### config.mk
export PLATFORM = sky130hd
export DESIGN_NAME = fdc_port_bank
export DESIGN_NICKNAME = d
export VERILOG_FILES = /design/src/rtl/fdc_port_pkg.sv /design/src/rtl/fdc_port_decode.sv /design/src/rtl/fdc_reset_ctl.sv /design/src/rtl/fdc_mode_flags.sv /design/src/rtl/fdc_port_bank.sv
export SDC_FILE = /design/constraint.sdc
export NUM_CORES = 1
export LEC_CHECK = 0
export BUFFER_PORTS_ARGS = -buffer_cell sky130_fd_sc_hd__clkbuf_2
export CAP_MARGIN = 20
export CORE_MARGIN = 1
export CORE_UTILIZATION = 43
export CTS_CLUSTER_SIZE = 25
export DETAILED_ROUTE_END_ITERATION = 10
export HOLD_SLACK_MARGIN = 0.02
export PLACE_DENSITY = 0.86
export SYNTH_ARGS = -nofsm -noshare
export SYNTH_HDL_FRONTEND = slang
export SYNTH_SLANG_ARGS = --single-unit
### constraint.sdc
create_clock -name clk -period 3.9 [get_ports clk]
set_input_delay 0 -clock clk [delete_from_list [all_inputs] [get_ports clk]]
set_output_delay 0 -clock clk [all_outputs]
set_load 0.005 [all_outputs]
### src/rtl/fdc_port_pkg.sv
package fdc_port_pkg;

    // Decoded port identity
    typedef enum logic [2:0] {
        PS_NONE,
        PS_STAT,
        PS_DATA,
        PS_CTL,
        PS_GLB,
        PS_DRV
    } port_sel_e;

    // Fixed read values
    localparam logic [7:0] RD_IDLE    = 8'hFF;
    localparam logic [7:0] RD_CTL_ID  = 8'h44;
    localparam logic [7:0] RD_GLB_OFF = 8'hFD;
    localparam logic [7:0] RD_DRV_OFF = 8'hFE;

    // Bit positions decoded by the port logic
    localparam int CTL_RST_BIT = 7;
    localparam int GLB_BIT     = 1;
    localparam int DRV_EN_BIT  = 4;
    localparam int DRV_VAL_BIT = 0;
    localparam int DRV_SEL_LSB = 5;

    // Control port state
    typedef struct packed {
        logic [7:0] ctl;
        logic       pulse;
    } ctl_st_t;

endpackage

### src/rtl/fdc_port_decode.sv
module fdc_port_decode
    import fdc_port_pkg::*;
#(
    parameter int              ADDR_W    = 12,
    parameter logic [ADDR_W-1:0] ADDR_STAT = 12'h090,
    parameter logic [ADDR_W-1:0] ADDR_DATA = 12'h092,
    parameter logic [ADDR_W-1:0] ADDR_CTL  = 12'h094,
    parameter logic [ADDR_W-1:0] ADDR_GLB  = 12'h0BE,
    parameter logic [ADDR_W-1:0] ADDR_DRV  = 12'h4BE
) (
    input  logic [ADDR_W-1:0] addr,
    output port_sel_e         sel
);

    always_comb begin
        sel = PS_NONE;
        if (addr == ADDR_STAT) sel = PS_STAT;
        if (addr == ADDR_DATA) sel = PS_DATA;
        if (addr == ADDR_CTL)  sel = PS_CTL;
        if (addr == ADDR_GLB)  sel = PS_GLB;
        if (addr == ADDR_DRV)  sel = PS_DRV;
    end

endmodule

### src/rtl/fdc_reset_ctl.sv
module fdc_reset_ctl
    import fdc_port_pkg::*;
(
    input  logic       clk,
    input  logic       rst_n,
    input  logic       wr_en,
    input  logic [7:0] wdata,
    output logic [7:0] ctl_q,
    output logic       pulse_q
);

    ctl_st_t st_d, st_q;

    always_comb begin
        st_d       = st_q;
        st_d.pulse = 1'b0;
        if (wr_en) begin
            st_d.ctl   = wdata;
            st_d.pulse = wdata[CTL_RST_BIT] & ~st_q.ctl[CTL_RST_BIT];
        end
    end

    always_ff @(posedge clk) begin
        if (!rst_n) begin
            st_q <= '0;
        end else begin
            st_q <= st_d;
        end
    end

    assign ctl_q   = st_q.ctl;
    assign pulse_q = st_q.pulse;

endmodule

### src/rtl/fdc_mode_flags.sv
module fdc_mode_flags
    import fdc_port_pkg::*;
#(
    parameter int NUM_DRV = 4,
    localparam int SEL_W  = (NUM_DRV > 1) ? $clog2(NUM_DRV) : 1
) (
    input  logic               clk,
    input  logic               rst_n,
    input  logic               glb_wr,
    input  logic               drv_wr,
    input  logic [7:0]         wdata,
    output logic               glb_q,
    output logic [NUM_DRV-1:0] drv_q,
    output logic [SEL_W-1:0]   sel_q,
    output logic               cur_flag
);

    typedef struct packed {
        logic               glb;
        logic [SEL_W-1:0]   sel;
        logic [NUM_DRV-1:0] drv;
    } mode_st_t;

    mode_st_t st_d, st_q;

    logic [SEL_W-1:0]   wr_sel;
    logic               wr_en;
    logic [NUM_DRV-1:0] drv_next;

    assign wr_sel = wdata[DRV_SEL_LSB +: SEL_W];
    assign wr_en  = drv_wr & wdata[DRV_EN_BIT];

    // One update slice per drive flag
    for (genvar g = 0; g < NUM_DRV; g++) begin : g_drv
        localparam logic [SEL_W-1:0] IDX = SEL_W'(g);
        assign drv_next[g] = (wr_en && (wr_sel == IDX)) ? wdata[DRV_VAL_BIT]
                                                        : st_q.drv[g];
    end

    always_comb begin
        st_d     = st_q;
        st_d.drv = drv_next;
        if (glb_wr) begin
            st_d.glb = wdata[GLB_BIT];
        end
        if (drv_wr) begin
            st_d.sel = wr_sel;
        end
    end

    always_ff @(posedge clk) begin
        if (!rst_n) begin
            st_q <= '0;
        end else begin
            st_q <= st_d;
        end
    end

    assign glb_q    = st_q.glb;
    assign drv_q    = st_q.drv;
    assign sel_q    = st_q.sel;
    assign cur_flag = st_q.drv[st_q.sel];

endmodule

### src/rtl/fdc_port_bank.sv
module fdc_port_bank
    import fdc_port_pkg::*;
#(
    parameter int                ADDR_W    = 12,
    parameter int                NUM_DRV   = 4,
    parameter logic [ADDR_W-1:0] ADDR_STAT = 12'h090,
    parameter logic [ADDR_W-1:0] ADDR_DATA = 12'h092,
    parameter logic [ADDR_W-1:0] ADDR_CTL  = 12'h094,
    parameter logic [ADDR_W-1:0] ADDR_GLB  = 12'h0BE,
    parameter logic [ADDR_W-1:0] ADDR_DRV  = 12'h4BE,
    localparam int               SEL_W     = (NUM_DRV > 1) ? $clog2(NUM_DRV) : 1
) (
    input  logic               clk,
    input  logic               rst_n,
    input  logic [ADDR_W-1:0]  bus_addr,
    input  logic               bus_rd,
    input  logic               bus_wr,
    input  logic [7:0]         bus_wdata,
    output logic [7:0]         bus_rdata,
    input  logic [7:0]         core_msr,
    input  logic [7:0]         core_rdata,
    output logic               core_data_rd,
    output logic               core_data_wr,
    output logic [7:0]         core_wdata,
    output logic               core_rst_pulse,
    output logic [7:0]         ctl_latch,
    output logic               mode_global,
    output logic [NUM_DRV-1:0] mode_drv,
    output logic [SEL_W-1:0]   drv_sel
);

    port_sel_e psel;
    logic      cur_flag;

    fdc_port_decode #(
        .ADDR_W   (ADDR_W),
        .ADDR_STAT(ADDR_STAT),
        .ADDR_DATA(ADDR_DATA),
        .ADDR_CTL (ADDR_CTL),
        .ADDR_GLB (ADDR_GLB),
        .ADDR_DRV (ADDR_DRV)
    ) u_decode (
        .addr(bus_addr),
        .sel (psel)
    );

    fdc_reset_ctl u_rst (
        .clk    (clk),
        .rst_n  (rst_n),
        .wr_en  (bus_wr && (psel == PS_CTL)),
        .wdata  (bus_wdata),
        .ctl_q  (ctl_latch),
        .pulse_q(core_rst_pulse)
    );

    fdc_mode_flags #(
        .NUM_DRV(NUM_DRV)
    ) u_flags (
        .clk     (clk),
        .rst_n   (rst_n),
        .glb_wr  (bus_wr && (psel == PS_GLB)),
        .drv_wr  (bus_wr && (psel == PS_DRV)),
        .wdata   (bus_wdata),
        .glb_q   (mode_global),
        .drv_q   (mode_drv),
        .sel_q   (drv_sel),
        .cur_flag(cur_flag)
    );

    // Core data pass-through
    assign core_data_rd = bus_rd && (psel == PS_DATA);
    assign core_data_wr = bus_wr && (psel == PS_DATA);
    assign core_wdata   = bus_wdata;

    // Read-back multiplexer
    always_comb begin
        bus_rdata = RD_IDLE;
        case (psel)
            PS_STAT: bus_rdata = core_msr;
            PS_DATA: bus_rdata = core_rdata;
            PS_CTL:  bus_rdata = RD_CTL_ID;
            PS_GLB:  bus_rdata = mode_global ? RD_IDLE : RD_GLB_OFF;
            PS_DRV:  bus_rdata = cur_flag ? RD_IDLE : RD_DRV_OFF;
            default: bus_rdata = RD_IDLE;
        endcase
    end

endmodule

==> impl_results.md <==
* Die width at 51.09 µm
* Antenna-violating nets left at 0
* Post-route cell area at 1425 µm²
* Most frequent cells in the layout: clkbuf_2, nand2_1, dfxtp_1, nand3_1
* Syn avg cell area at 8.157 µm²
* Setup_tns at 0 ns
* CP arrival at 1.92 ns
* Post-synthesis instance total at 127
* Most common cell after layout, fill and taps aside: clkbuf_2
* Drt total wl at 2718 µm
* Die height at 51.09 µm
* Final setup violation count at 0
* Final Cycle Share at 0.4916
* Pre-CTS setup slack at 2.178 ns
* Critical path required time at 3.90 ns
* Maximum VDD drop at 0.0002284 V
* DRC Markers at 0
* Ant diodes at 0
* Vias in the first global route at 1009
* CP Capture Type: primary output
* Clock sink count at 16
* Power Dens Cells at 230.0 nW/µm²
* Critical path type: flop to primary output
* Final hold vios at 0
* Worst Max-Slew Pin Slew at 0.6843 ns
* Post-synth top area cell: dfxtp_1
* Initial Utilization at 0.4639
* Die area at roughly 2600 µm²
* CTS tree: done
* I/O pin total at 74
* Max-cap violations at 0
* Via-per-instance ratio at between 5 and 6
* Switching Fraction at 0.2432
* Slowest stage cell, crit path: mux4_2
* Fmax at approximately 0.52 GHz
* Longest Clk Path Bufs at 2
* Clk_lat worst skew at 0.29 ns
* Setup ws final at a little under 2 ns
* Initial antenna violation count at 0
* Slew HR at 0.5374
* CTS Buf Count at 3
* Mapped Area at 1036 µm²
* Clk_skew at 0.0003594 ns
* CP max stage delay at 0.52 ns
* GP Congestion at around 0.74
* Largest net degree at the start of global routing at 18
* Post-synthesis sequential area ratio at 0.3092
* Layout Utilization at 0.6381
* Internal at 0.0002481 W
* Port buffer count at between 70 and 80
* Unique cell type count in the Yosys netlist at 35
* DRT Pass-1 Iters at 4
* Buffer count from post-CTS setup fixing at 0
* CTS root buf: clkbuf_4
* Register area at between 300 and 400 µm²
* Combinational power share at 0.168
* Crit-path cells: mux4_2 -> o21ai_0 -> o21ai_0 -> a221o_1 -> clkbuf_2
* P&R area growth vs syn at 37.56%
* Overflow after GRT at 0
* Flop pwr share at 0.498
* Status: complete, no violations
* DR WL/cell at 12.19 µm
* Worst-path clk slew at 0.09 ns
* Post-Place Cells at 214
* Nets@finish at 236
* H-Tree Depth at 1
* Leakage at roughly 0.65 nW
* Fraction of layout cells with a size suffix above 1 at 0.4205
* Top cells by area, synth: dfxtp_1, nand2_1, buf_4
* Row count at 17
* Multi-input logic area at 614.3 µm²
* Fillcell total at 198
* Starting DRT DRC Count at 13
* HPWL Detailed at 2147 µm
* Global-route wire length before repair at 4209 µm
* Clock network power share at 0.334
* Seq cells post-synth at 16
* Fin. max-slew vios at 0
* CP dominant cell by count: o21ai_0
* Total number of vias at 1177
* Tmin final at ~1.9 ns
* Synth top area share at 0.3092
* RSZ-0062 raised after global routing: false
* Final Non-Filler Cells at 223
* Synth Warn # at 0
* DP Area at 1339 µm²
* Total track usage at 0.2143
* Core ar. at 2233 µm²
* Worst setup SP type: flop
* Hold Path Class: input pin to flop
* Syn nets at 167
* Crit Path Max Fanout at 3
* Net Sw Power at about 0.00008 W
## state kept, by name (all words and copies together), names as in the netlist
register,count
u_flags.drv_q,4
u_flags.glb_q,1
u_flags.sel_q,2
u_rst.ctl_q,8
u_rst.pulse_q,1
## path summary, 6_finish.rpt
| kind | slack, ns | cells after the start | from | end |
|---|---|---|---|---|
| setup / recovery | 1.98 | 5 | u_flags.sel_q[0] | bus_rdata[0] |
| hold / removal | 0.03 | 3 | bus_wdata[4] | u_rst.ctl_q[4] |
| setup reg to reg | 3.19 | 2 | u_flags.sel_q[0] | u_flags.sel_q[0] |
| hold reg to reg | 0.46 | 1 | u_rst.ctl_q[7] | u_rst.pulse_q |
## kinds of logic (layout without fill, tap and decap cells)
group | count (synthesis) | count (layout) | share of synthesized area
mux | 8 | 8 | 0.09058
simple gates | 64 | 64 | 0.3406
flops | 16 | 16 | 0.3092
buf+inv | 15 | 83 | 0.09782
compound gates | 24 | 24 | 0.1618
## power by group through the flow
stage | registers [W] | logic [W] | clock network [W]
5_1_grt | 0.000163 | 0.0000604 | 0.000122
4_1_cts | 0.000163 | 0.0000550 | 0.000113
6_report | 0.000163 | 0.0000549 | 0.000110
3_5_place_dp | 0.000167 | 0.0000508 | 0
3_3_place_gp | 0.000167 | 0.0000490 | 0
2_1_floorplan | 0.000167 | 0.0000254 | 0
## metal layers
layer / share of wire / global-route usage / wire [µm]
met4: 0.0066 / 0.05556 / 18
met1: 0.42 / 0.2326 / 1149
met2: 0.51 / 0.4123 / 1393
met5: 0 / 0 / 0
met3: 0.057 / 0.04464 / 156
## stage by stage
step	total power, W	hold WS (ns)
4_1_cts	0.0003313	0.02331
5_1_grt	0.0003453	0.03516
3_3_place_gp	0.0002161	0.1888
2_1_floorplan	0.0001924	0.08082
3_5_place_dp	0.0002179	0.1938
6_report	0.0003278	0.02920
## repair_timing
action,4_1_cts,5_1_grt
endpoints found under the hold margin,7,0
hold buffers,5,0
gates resized for setup,0,0
## Yosys cell counts
cell	instances
a211oi_1	1
mux2_2	1
nor4b_4	1
o31ai_1	2
nand4bb_1	1
or3_1	2
nor3b_1	1
buf_6	1
nor3_4	1
and4bb_2	1
nand3b_1	1
nand4_1	1
inv_1	1
mux2i_1	6
a21o_1	1
a21boi_1	1
o41ai_1	1
nand3_1	13
dfxtp_1	16
nand2_1	24
nor2_1	5
or2_0	1
clkbuf_1	3
mux4_2	1
nor4b_1	1
a221o_1	1
o311ai_1	1
a21boi_0	7
buf_4	10
o211ai_1	2
o21ai_0	7
nor3_1	4
and4_1	1
and3_1	2
nor2b_1	4
## critical path: cells and delay by family (launching register included)
family | cells | cell delay (ns)
AOI/OAI and AO/OA | 3 | 0.60
buffers and inverters | 1 | 0.12
DFF | 1 | 0.39
muxes | 1 | 0.52
## area by class of cell
class	count	area share
timing repair buffer	78	0.2915
inverter	1	0.002634
multi-input combinational	96	0.4311
clock buffer	4	0.02546
sequential	16	0.2248
tap	28	0.02458
(Power assumes the default switching activity.)
